<file path="config.mk">
export PLATFORM = sky130hd
export DESIGN_NAME = sector_crc
export DESIGN_NICKNAME = d
export VERILOG_FILES = /design/src/rtl/sector_crc_pkg.sv /design/src/rtl/sector_crc_engine.sv /design/src/rtl/sector_crc_seq.sv /design/src/rtl/sector_crc.sv
export SDC_FILE = /design/constraint.sdc
export NUM_CORES = 1
export LEC_CHECK = 0
export ABC_AREA = 1
export ABC_CLOCK_PERIOD_IN_PS = 2600
export BUFFER_PORTS_ARGS = -buffer_cell sky130_fd_sc_hd__buf_2
export CORE_ASPECT_RATIO = 1.1
export CORE_MARGIN = 2
export CORE_UTILIZATION = 50
export DETAILED_ROUTE_END_ITERATION = 7
export PLACE_DENSITY = 0.68
export RECOVER_POWER = 25
export SYNTH_ARGS = -nofsm -noshare
export SYNTH_HDL_FRONTEND = slang
export SYNTH_SLANG_ARGS = --single-unit
export TNS_END_PERCENT = 50
</file>
<file path="constraint.sdc">
create_clock -name clk_i -period 2.6 [get_ports clk_i]
set_input_delay 0.26 -clock clk_i [delete_from_list [all_inputs] [get_ports clk_i]]
set_output_delay 0.26 -clock clk_i [all_outputs]
set_load 0.01 [all_outputs]
</file>
<file path="src/rtl/sector_crc_pkg.sv">
`timescale 1ns/1ps
package sector_crc_pkg;
  localparam int unsigned CRC_W_DEF = 16;
  localparam logic [15:0] CRC_POLY_DEF = 16'h1021;
  localparam logic [15:0] CRC_INIT_DEF = 16'hFFFF;

  typedef enum logic [2:0] {
    PH_IDLE  = 3'd0,
    PH_DATA  = 3'd1,
    PH_CHECK = 3'd2,
    PH_EMIT  = 3'd3,
    PH_DONE  = 3'd4
  } sec_phase_e;
endpackage

</file>
<file path="src/rtl/sector_crc_engine.sv">
`timescale 1ns/1ps
module sector_crc_engine #(
  parameter int unsigned W    = 16,
  parameter logic [W-1:0] POLY = 16'h1021,
  parameter logic [W-1:0] INIT = 16'hFFFF
) (
  input  logic         clk_i,
  input  logic         rst_ni,
  input  logic         preset_i,
  input  logic         step_i,
  input  logic         shift_i,
  input  logic         bit_i,
  output logic [W-1:0] crc_o,
  output logic         step_zero_o
);

  // One bit of polynomial division, most significant bit first.
  function automatic logic [W-1:0] crc_next(input logic [W-1:0] r, input logic b);
    logic fb;
    fb = r[W-1] ^ b;
    return {r[W-2:0], 1'b0} ^ (fb ? POLY : '0);
  endfunction

  logic [W-1:0] crc_q;
  logic [W-1:0] stepped;

  assign stepped = crc_next(crc_q, bit_i);

  always_ff @(posedge clk_i or negedge rst_ni) begin
    if (!rst_ni)       crc_q <= INIT;
    else if (preset_i) crc_q <= INIT;
    else if (step_i)   crc_q <= stepped;
    else if (shift_i)  crc_q <= {crc_q[W-2:0], 1'b0};
  end

  assign crc_o       = crc_q;
  assign step_zero_o = (stepped == '0);

  p_preset_r2: assert property (@(posedge clk_i) disable iff (!rst_ni)
    preset_i |=> crc_q == INIT);
  p_gap_hold_r9: assert property (@(posedge clk_i) disable iff (!rst_ni)
    (!preset_i && !step_i && !shift_i) |=> $stable(crc_q));
  p_excl_r5: assert property (@(posedge clk_i) disable iff (!rst_ni)
    $onehot0({step_i, shift_i}));

endmodule

</file>
<file path="src/rtl/sector_crc_seq.sv">
`timescale 1ns/1ps
module sector_crc_seq
  import sector_crc_pkg::*;
#(
  parameter int unsigned W = 16
) (
  input  logic clk_i,
  input  logic rst_ni,
  input  logic start_i,
  input  logic wr_mode_i,
  input  logic bit_vld_i,
  input  logic data_end_i,
  input  logic step_zero_i,
  output logic preset_o,
  output logic step_o,
  output logic shift_o,
  output logic emit_o,
  output logic done_o,
  output logic err_o
);

  localparam int unsigned CNT_W = $clog2(W);
  localparam logic [CNT_W-1:0] LAST = CNT_W'(W - 1);

  sec_phase_e       phase_q;
  logic [CNT_W-1:0] cnt_q;
  logic             wr_q;
  logic             err_q;

  // Named events for the assertions.
  logic in_data, in_tail, ev_tail, ev_last;
  assign in_data = (phase_q == PH_DATA);
  assign in_tail = (phase_q == PH_CHECK) || (phase_q == PH_EMIT);
  assign ev_tail = !start_i && bit_vld_i && in_tail;
  assign ev_last = ev_tail && (cnt_q == LAST);

  always_ff @(posedge clk_i or negedge rst_ni) begin
    if (!rst_ni) begin
      phase_q <= PH_IDLE;
      cnt_q   <= '0;
      wr_q    <= 1'b0;
      err_q   <= 1'b0;
    end else if (start_i) begin
      phase_q <= PH_DATA;
      cnt_q   <= '0;
      wr_q    <= wr_mode_i;
      err_q   <= 1'b0;
    end else begin
      unique case (phase_q)
        PH_DATA: if (data_end_i) begin
          phase_q <= wr_q ? PH_EMIT : PH_CHECK;
          cnt_q   <= '0;
        end
        PH_CHECK, PH_EMIT: if (ev_tail) begin
          cnt_q <= cnt_q + 1'b1;
          if (ev_last) begin
            phase_q <= PH_DONE;
            if (phase_q == PH_CHECK) err_q <= !step_zero_i;
          end
        end
        default: ;
      endcase
    end
  end

  assign preset_o = start_i;
  assign step_o   = !start_i && bit_vld_i && (in_data || (phase_q == PH_CHECK));
  assign shift_o  = !start_i && bit_vld_i && (phase_q == PH_EMIT);
  assign emit_o   = (phase_q == PH_EMIT);
  assign done_o   = (phase_q == PH_DONE);
  assign err_o    = err_q;

  p_start_clear_r2: assert property (@(posedge clk_i) disable iff (!rst_ni)
    start_i |=> !err_o && !done_o && !emit_o);
  p_done_hold_r8: assert property (@(posedge clk_i) disable iff (!rst_ni)
    (done_o && !start_i) |=> done_o && $stable(err_o));
  p_no_err_wr_r7: assert property (@(posedge clk_i) disable iff (!rst_ni)
    wr_q |-> !err_o);
  p_tail_len_r6: assert property (@(posedge clk_i) disable iff (!rst_ni)
    $rose(done_o) |-> $past(ev_last));
  p_gap_cnt_r9: assert property (@(posedge clk_i) disable iff (!rst_ni)
    (in_tail && !bit_vld_i && !start_i) |=> $stable(cnt_q));

endmodule

</file>
<file path="src/rtl/sector_crc.sv">
`timescale 1ns/1ps
module sector_crc
  import sector_crc_pkg::*;
#(
  parameter int unsigned  W    = CRC_W_DEF,
  parameter logic [W-1:0] POLY = CRC_POLY_DEF,
  parameter logic [W-1:0] INIT = CRC_INIT_DEF
) (
  input  logic clk_i,
  input  logic rst_ni,
  input  logic sec_start_i,
  input  logic wr_mode_i,
  input  logic bit_vld_i,
  input  logic bit_i,
  input  logic data_end_i,
  output logic crc_bit_o,
  output logic crc_bit_vld_o,
  output logic crc_err_o,
  output logic sec_done_o
);

  logic         preset, step, shift, step_zero, emit;
  logic [W-1:0] crc;

  sector_crc_seq #(.W(W)) i_seq (
    .clk_i      (clk_i),
    .rst_ni     (rst_ni),
    .start_i    (sec_start_i),
    .wr_mode_i  (wr_mode_i),
    .bit_vld_i  (bit_vld_i),
    .data_end_i (data_end_i),
    .step_zero_i(step_zero),
    .preset_o   (preset),
    .step_o     (step),
    .shift_o    (shift),
    .emit_o     (emit),
    .done_o     (sec_done_o),
    .err_o      (crc_err_o)
  );

  sector_crc_engine #(.W(W), .POLY(POLY), .INIT(INIT)) i_engine (
    .clk_i      (clk_i),
    .rst_ni     (rst_ni),
    .preset_i   (preset),
    .step_i     (step),
    .shift_i    (shift),
    .bit_i      (bit_i),
    .crc_o      (crc),
    .step_zero_o(step_zero)
  );

  assign crc_bit_vld_o = emit;
  assign crc_bit_o     = emit & crc[W-1];

  p_vld_done_r5: assert property (@(posedge clk_i) disable iff (!rst_ni)
    $onehot0({crc_bit_vld_o, sec_done_o}));

endmodule

</file>
After elaboration in Yosys (flattened, before gate mapping):

Index checks and enable logic that the tools add are counted.
Widths: inputs -> output; s select.

* bitwise logic cells: 3
* reduce and logical (&&, ||, !) cells: 20
* equal/unequal tests: 8
* add/subtract/negate cells: 1
* mux-type cells: 19

Operators by type and width (number)
* $mux 16: 3
* $logic_not 16->1: 1
* $xor 16x16->16: 1
* $mux 13: 1
* $mux 3: 4
* $mux 4: 3
* $pmux 4 s2: 1
* $reduce_and 4->1: 2
* $reduce_bool 2->1: 4
* $eq 3x2->1 const B: 2
* $mux 1: 6
* $ne 3x2->1 const B: 2
* $pmux 3 s2: 1
* $reduce_bool 3->1: 2
* $logic_and 1x1->1: 5
* $add 4x1->4 const B: 1
* $eq 4x4->1 const B: 1
* $eq 3x1->1 const B: 1
* $eq 3x3->1 const B: 1
* $ne 3x3->1 const B: 1
* $reduce_and 3->1: 1
* $logic_not 1->1: 2
* $logic_or 1x1->1: 2
* $reduce_or 2->1: 1
* other kinds (2): 2

* output and inout bits: 4
* register bits after elaboration: 25
* input bits: 7
* logic and storage cells: 56

Logic depth before layout (Yosys ltp):

Gate-level depths: netlist (run 1).

* depth in word-level cells: 10
* gate-level depth with buffers: 8
* depth with buffers taken out: 8

Modules after synthesis:

Synthesis (run 1) repeated with hierarchy kept, for this count alone.

* cell total of the unflattened synthesis: 163
* area, all modules: 1332.5 um^2

By module, submodules not included
* sector_crc_engine: instances 1, seq. area each 420.4 um^2, cells an instance 79, area an instance 754.5 um^2
* sector_crc_seq: instances 1, seq. area each 225.2 um^2, cells an instance 82, area an instance 570.5 um^2
* sector_crc: instances 1, seq. area each 0.0 um^2, cells an instance 2, area an instance 7.5 um^2

Worst setup path after synthesis (run 1):

No wires, ideal clock.

* path kind: reg-to-reg
* from: reg i_seq.phase_q[1]
* to: reg i_engine.crc_q[10], in the netlist i_engine.crc_o[10]
* data arrival time: 1129 ps
* setup slack: 1389 ps
* stages on the path, launching flop included: 8
* path buffers: 1
* data required time: 2517 ps
* clock period less this slack: 1211 ps
* library setup time: 83 ps
* cell sequence: dfrtp_1 -> nand2_1 -> nor2_2 -> a21oi_1 -> nand2_4 -> buf_6 -> o21ai_0 -> o21ai_1

* elaborated cells on any way between the ends: 9
* classes of those cells: eq/ne: 3; mux: 2; reduce/logical: 4

RTL lines
* from (decl): RTL line sector_crc_seq.sv:25 `sec_phase_e phase_q;`
* from (signal assigned): RTL line sector_crc_seq.sv:51 `phase_q <= wr_q ? PH_EMIT : PH_CHECK;`
* $eq 3x2->1
* named net crc_bit_vld_o: RTL line sector_crc.sv:17 `output logic crc_bit_vld_o,`
* $logic_and 1x1->1: RTL line sector_crc_seq.sv:68 `assign shift_o = !start_i && bit_vld_i && (phase_q == PH_EMIT);`
* $reduce_bool 3->1 (no line)
* to (signal assigned): RTL line sector_crc_engine.sv:32 `else if (step_i) crc_q <= stepped;`
* to (signal assigned): RTL line sector_crc_engine.sv:33 `else if (shift_i) crc_q <= {crc_q[W-2:0], 1'b0};`
* to (decl): RTL line sector_crc_engine.sv:24 `logic [W-1:0] crc_q;`

The timed path passes the listed nets, and every way through them passes these cells.
A chain may end at the register's enable or synchronous reset.

Worst setup path after layout (run 1):

* from: in sec_start_i
* to: reg i_seq.cnt_q[3]

* longest elaborated chain between the ends: 5
* elaborated cells on any way between the ends: 8
* classes of those cells: eq/ne: 2; mux: 1; reduce/logical: 5

Ends and longest elaborated chain
* from (decl): RTL line sector_crc.sv:11 `input logic sec_start_i,`
* $logic_not 1->1: RTL line sector_crc_seq.sv:34 `assign ev_tail = !start_i && bit_vld_i && in_tail;`
* $logic_and 1x1->1 (2 in series): RTL line sector_crc_seq.sv:34
* $ne 3x2->1 (no line)
* $reduce_and 3->1 (no line)
* to (signal assigned): RTL line sector_crc_seq.sv:55 `cnt_q <= cnt_q + 1'b1;`
* to (decl): RTL line sector_crc_seq.sv:26 `logic [CNT_W-1:0] cnt_q;`

Parallel ways exist; a longest one is shown, timed or not.

==> flow_summary.ini, run 1 <==
[cts]
cts_max_level = 1
cts_tree = done
clockBufferDepth = 2
cts_buffers = 3
clockRootBuffer = clkbuf_4
clkSlewWorstSetupHoldPaths_ps = 140
post-cts-setup-buffers = 0
clk_latency_ps = 310
cts_sinks = 25

[placed_design]
dp_hpwl_mm = 1.939
place.port_buffers = 10
gp_congestion = 0.7493
pre_cts_slack_ps = 1153
dpl_cell_area_sq_mm = 0.001408

[finish]
drive_gt1_share_pct = 19.05
area_growth_pct = 6.765
fill_cells = 225
seq_area_sq_um = 645.6
nets = 198
fin_area_sq_mm = 0.001441
multi_input_area_sq_um = 601.8
diodes = 0
fin_util_pct = 56.67

[grt]
antenna_found_initial = 0
grt_max_degree = 26
grt_pass1_wl_mm = 4.947
grt.total_usage_pct = 21.07
gr-total-overflow = 0
grt_pass1_vias = 1223

[critical_path]
cp-end-kind = flip-flop
worstSetupPathType = input pin to flip-flop
reg2reg_from = i_seq.phase_q[2]$_DFFE_PN0P_
startpoint_type = input pin
cp_data_arrival_time_ps = 1820
cp.required_ps = 2810
critPathMaxFanout = 24
setup.worst_path.start = sec_start_i
reg2reg_slack_ps = 1130

[sta]
fin_setup_tns_ps = 0
max_slew_margin_pct = 9.438
hold_ws_ps = 159.5
rsz0062_at_grt = no
setup_viol = 0
setup_slack_ps = 994.3
tightest_slew_ps = 1358
timing.final.crit_share_pct = 61.76
fmax_ghz = 0.6228
period_needed_ps = 1606
skew_ps = 3.961
slew_violations = 0
finalHoldViolCount = 0

[detailed_routing]
ant_nets = 0
wirelength_mm = 2.685
drcViolationCount = 0
vias_per_cell = 5.350
drtIter0Drc = 31
wl_per_cell_um = 12.20
drt-pass1-iter-count = 4
vias = 1177

[floorplan]
num_io_pins = 11
dieArea_sq_mm = 0.003132
die_w_um = 53.55
die_h_um = 58.50
initial_core_util_pct = 53.07
rows = 19
core_sq_mm = 0.002544

[run]
maxCapViolations = 0

[min_path]
hp-class = input pin to flip-flop
hp-start = wr_mode_i

[power]
power_frac_comb_pct = 35.1
peakVddDrop_mv = 0.4971
swShare_pct = 39.55
power_frac_seq_pct = 51.4
power_density_mw_per_mm2 = 899.8
intPower_w = 0.0007840
leakage_nw = 0.6966
p_switching_w = 0.0005130
clkPwrFrac_pct = 13.5

[synth]
yosysWarnings = 0
synth_cells = 178
ys_types = 23
netlist_area_sq_mm = 0.001350
syn_nets = 186
synth-seq-area-share_pct = 47.82
postSynthAreaPerCell_sq_um = 7.585
ys_ff_latch = 25

[status]
outcome = finished, final reports clean
==> final timing paths <==
check | end | cells past startpoint
worst max-delay path | i_seq.cnt_q[3]$_DFFE_PN0P_ | 6
worst min-delay path | i_seq.wr_q$_DFFE_PN0P_ | 3
worst max register to register | i_engine.crc_o[2]$_DFFE_PN1P_ | 7
worst min register to register | i_engine.crc_o[6]$_DFFE_PN1P_ | 2
max in group asynchronous | i_seq.phase_q[2]$_DFFE_PN0P_ | 2
min in group asynchronous | i_seq.err_o$_DFFE_PN0P_ | 2
==> what timing repair did <==
action / 4_1_cts / 5_1_grt
gates resized for setup: 0 / 0
hold endpoints to repair: 9 / 0
hold buffers: 1 / 0
==> worst max-delay path, stage by stage <==
cell and delay [ps]:
clkbuf_1 660, inv_1 340, nand3_1 170, nand2_1 80
nor2_1 200, o21ai_0 100
==> through the flow <==
step | total power, W | std cells
finish | 0.001297 | 220
CTS | 0.001305 | 220
global placement | 0.001112 | 215
floorplan | 0.001018 | 178
global route | 0.001416 | 220
detailed placement | 0.001125 | 215
==> synthesized netlist by cell type <==
library cell / count / area share (%)
nor3_1: 5 / 1.9
nor2_2: 1 / 0.46
clkbuf_1: 1 / 0.28
o21ai_1: 11 / 4.1
a21oi_1: 2 / 0.74
dfstp_2: 16 / 31
nand3_1: 20 / 7.4
ha_1: 1 / 0.93
buf_2: 1 / 0.37
nand2_2: 2 / 0.93
or2_2: 2 / 0.93
nand4_1: 1 / 0.46
inv_2: 2 / 0.56
nand2_1: 43 / 12
nand3_2: 1 / 0.74
buf_6: 2 / 1.7
inv_1: 17 / 4.7
nand3b_1: 1 / 0.56
dfrtp_1: 9 / 17
o211ai_1: 1 / 0.56
o21ai_0: 17 / 6.3
nand2_4: 1 / 0.83
nor2_1: 21 / 5.8
==> placed cells by master (no fill, tap or decap), types with 2 or more instances in the layout <==
| cell | netlist | routed |
|---|---|---|
| o21ai_0 | 17 | 17 |
| o21ai_1 | 11 | 11 |
| nor2_1 | 21 | 21 |
| clkbuf_4 | 0 | 3 |
| clkbuf_1 | 1 | 3 |
| nand3_1 | 20 | 20 |
| inv_2 | 2 | 2 |
| buf_2 | 1 | 8 |
| inv_1 | 17 | 17 |
| nor3_1 | 5 | 5 |
| or2_2 | 2 | 2 |
| dfstp_2 | 16 | 16 |
| dfrtp_1 | 9 | 9 |
| a21oi_1 | 2 | 2 |
| nand2_1 | 43 | 43 |
| nand2_2 | 2 | 2 |
==> kinds of logic after synthesis <==
kind of cell	after synthesis	share of synthesized area, %
flops	25	47.82
buf+inv	23	7.599
simple gates	98	31.97
fa+ha+maj	1	0.9266
compound gates	31	11.68
==> power by group through the flow <==
stage          Sequential, W  Combinational, W  Clock (W)
6_report            0.000667          0.000455   0.000175
5_1_grt             0.000684          0.000535   0.000197
4_1_cts             0.000666          0.000460   0.000180
3_5_place_dp        0.000671          0.000454          0
3_3_place_gp        0.000668          0.000444          0
2_1_floorplan       0.000644          0.000374          0
==> layout make-up <==
class                      count  share of cell area [%]
inverter                      19                   4.948
sequential                    25                   44.79
clock buffer                   4                   1.823
multi-input combinational    130                   41.75
tap                           31                   2.691
timing repair buffer          11                   3.993
==> layer usage <==
| metal | up-vias | wire [um] | global-route usage, % |
|---|---|---|---|
| li1 | 601 | - | - |
| met1 | 563 | 1244 | 25.90 |
| met2 | 9 | 1363 | 37.39 |
| met3 | 4 | 48 | 2.284 |
| met4 | 0 | 29 | 7.692 |
| met5 | - | 0 | 0 |
==> registers in the layout, indices dropped and copies added (netlist names) <==
name	cells
i_engine.crc_o	16
i_seq.cnt_q	4
i_seq.phase_q	3
i_seq.err_o	1
i_seq.wr_q	1
(Power assumes the default switching activity.)
==> inputs of run 2 (changes only) <==
ABC_CLOCK_PERIOD_IN_PS = 1300   (was 2600)
PLACE_DENSITY = 0.71   (was 0.68)
clock period = 1.3 ns   (was 2.6 ns; I/O delays follow)
==> run 2 against run 1 <==
Net effect: highest routed layer unchanged; clock power increased by 110%; critical endpoint is now crc_bit_o; hold slack got worse by 150 ps; cell area increased by 33%; first-iteration DRC count increased by 19%; sequential power increased by 110%; total power increased to 2.7 times the previous value; count of clock-buffer cells in the layout decreased by 1; the flow now finishes with violations (negative setup slack); setup slack got worse by 1100 ps; final cell count increased by 12%; routed wire length increased by 30%; non-clock buffer count increased by 24.
==> flow_summary.ini, run 2 (same netlist as run 1, synthesis figures left out) <==
[finish]
largest_reg_flops = 16
fin_area_sq_mm = 0.001921
area_growth_pct = 42.26
most-common-layout-cells = nand2_1 (34), o21ai_1 (20), nor2_1 (16), dfstp_2 (16), inv_1 (15)
diodes = 0
drive_gt1_share_pct = 47.44
layout_commonest_cell = nand2_1
seq_area_sq_um = 649.4
nets = 224
fill_cells = 186
multi_input_area_sq_um = 828.3

[sta]
hold_ws_ps = 4.984
rsz0062_at_grt = yes
fmax_ghz = 0.6980
setup_viol = 19
setup_slack_ps = -132.6
tightest_slew_ps = 608.7
finalHoldViolCount = 0
slew_violations = 0
timing.final.crit_share_pct = 110.2
skew_ps = 10.65
period_needed_ps = 1433
max_slew_margin_pct = 59.42

[cts]
clockBufferDepth = 2
clockRootBuffer = clkbuf_4
cts_sinks = 25
cts_max_level = 1
clk_latency_ps = 330
cts_tree = done
cts_buffers = 3
clkSlewWorstSetupHoldPaths_ps = 140

[critical_path]
crit_chain = inv_2 > buf_6 > nor3_4 > buf_2
rr_worst_depth = 7
worstSetupPathType = flip-flop to output port
critPathTopFamily = flip-flops
cp.required_ps = 1170
reg2reg_slack_ps = -50
cpMaxStageDelayCell = dfstp_2
startpoint_type = flip-flop
path_buf_inv = 3
cp-end-kind = output port
r2r-end = i_engine.crc_o[12]$_DFFE_PN1P_
critPathMaxFanout = 2
max_stage_delay_ps = 570
cp_data_arrival_time_ps = 1300
reg2reg_from = i_seq.phase_q[1]$_DFFE_PN0P_

[detailed_routing]
drtIter0Drc = 37
wirelength_mm = 3.497
vias_per_cell = 5.423
drt-pass1-iter-count = 4
drcViolationCount = 0
wl_per_cell_um = 14.22
vias = 1334
ant_nets = 0

[grt]
grt_pass1_vias = 1320
grt_max_degree = 26
grt_pass1_wl_mm = 5.154
grt.total_usage_pct = 21.99
gr-total-overflow = 0
antenna_found_initial = 0

[run]
maxCapViolations = 0

[power]
power_frac_seq_pct = 38.8
power_density_mw_per_mm2 = 1854
p_switching_w = 0.001478
clkPwrFrac_pct = 10.1
peakVddDrop_mv = 1.566
intPower_w = 0.002083
power_frac_comb_pct = 51.1
leakage_nw = 0.8879
swShare_pct = 41.50

[floorplan]
initial_core_util_pct = 53.07
rows = 19
die_w_um = 53.55
core_sq_mm = 0.002544
die_h_um = 58.50
dieArea_sq_mm = 0.003132
num_io_pins = 11

[status]
failed_checks = negative setup slack
outcome = finished, violations left

[placed_design]
dp_hpwl_mm = 2.162
place.port_buffers = 10
gp_congestion = 0.8219
dpl_cell_area_sq_mm = 0.001535

[min_path]
hp-class = input pin to flip-flop
hold_path_end = i_seq.wr_q$_DFFE_PN0P_
hp-start = wr_mode_i
worstHoldPathCells = 3
run 2: cell count changes in the layout (fill, tap and decap cells not counted), moves of 5 or more:
cell / previous run / this run
o21ai_1: 11 / 20
nand3_1: 20 / 13
o21ai_2: 0 / 6
buf_6: 0 / 10
buf_4: 0 / 14
nand2_1: 43 / 34
nor2_1: 21 / 16
nand3_2: 1 / 6
nand2_2: 2 / 7
o21ai_0: 17 / 2
run 2: per-layer routing:
layer	GRT usage (%)	up-vias	wire length [um]
met5	0	-	0
met4	9.524	0	74
met3	2.792	10	115
met2	40.21	31	1903
met1	25.00	635	1404
li1	-	658	-
run 2: repair_timing:
item / 4_1_cts / 5_1_grt
resized for setup: 19 / 62
hold buffers: 1 / 0
buffers inserted: 4 / 3
pin swaps: 7 / 11
endpoints found under the hold margin: 9 / 0
gates cloned: 0 / 2
endpoints found under the setup margin: 21 / 27
run 2: final cells by class:
| cell class | count | share of cell area (%) |
|---|---|---|
| multi-input combinational | 132 | 43.13 |
| sequential | 25 | 33.81 |
| timing repair buffer | 35 | 15.24 |
| inverter | 19 | 4.365 |
| tap | 31 | 2.020 |
| clock buffer | 3 | 1.173 |
| clock inverter | 1 | 0.2606 |
run 2: tightest hold or removal path: stages:
cell    delay, ps
buf_2          80
nor2_1         30
nor2_1         70
run 2: how the worst max path moves through the flow:
stage                              startpoint                        endpoint  slack [ps]  cells after the start
6_report       i_engine.crc_o[15]$_DFFE_PN1P_                       crc_bit_o        -130                      4
2_1_floorplan    i_seq.phase_q[1]$_DFFE_PN0P_  i_engine.crc_o[10]$_DFFE_PN1P_          90                      7
4_1_cts        i_engine.crc_o[15]$_DFFE_PN1P_                       crc_bit_o        -100                      4
5_1_grt        i_engine.crc_o[15]$_DFFE_PN1P_                       crc_bit_o        -180                      4
3_3_place_gp     i_seq.phase_q[1]$_DFFE_PN0P_   i_engine.crc_o[0]$_DFFE_PN1P_         -30                      7
3_5_place_dp     i_seq.phase_q[1]$_DFFE_PN0P_   i_engine.crc_o[5]$_DFFE_PN1P_         -40                      7
run 2: power groups by stage:
stage	sequential, W	combinational, W	clock (W)
6_report	0.00138	0.00182	0.000359
5_1_grt	0.00142	0.00199	0.000403
4_1_cts	0.00133	0.00133	0.000365
3_5_place_dp	0.00134	0.00111	0
3_3_place_gp	0.00132	0.00108	0
2_1_floorplan	0.00129	0.000747	0
run 2: metrics by stage:
step | setup WS [ps] | util [%] | power, W | std cells | TNS (ps)
after floorplan | 88.50 | - | 0.002036 | 178 | 0
after global placement | -29.56 | 60.35 | 0.002402 | 232 | -145.2
after detailed placement | -40.51 | 60.35 | 0.002446 | 232 | -341.8
after CTS | -103.8 | 65.67 | 0.003022 | 241 | -371.8
after global routing | -180.6 | 75.50 | 0.003805 | 246 | -1807
final | -132.6 | 75.50 | 0.003561 | 246 | -618.2
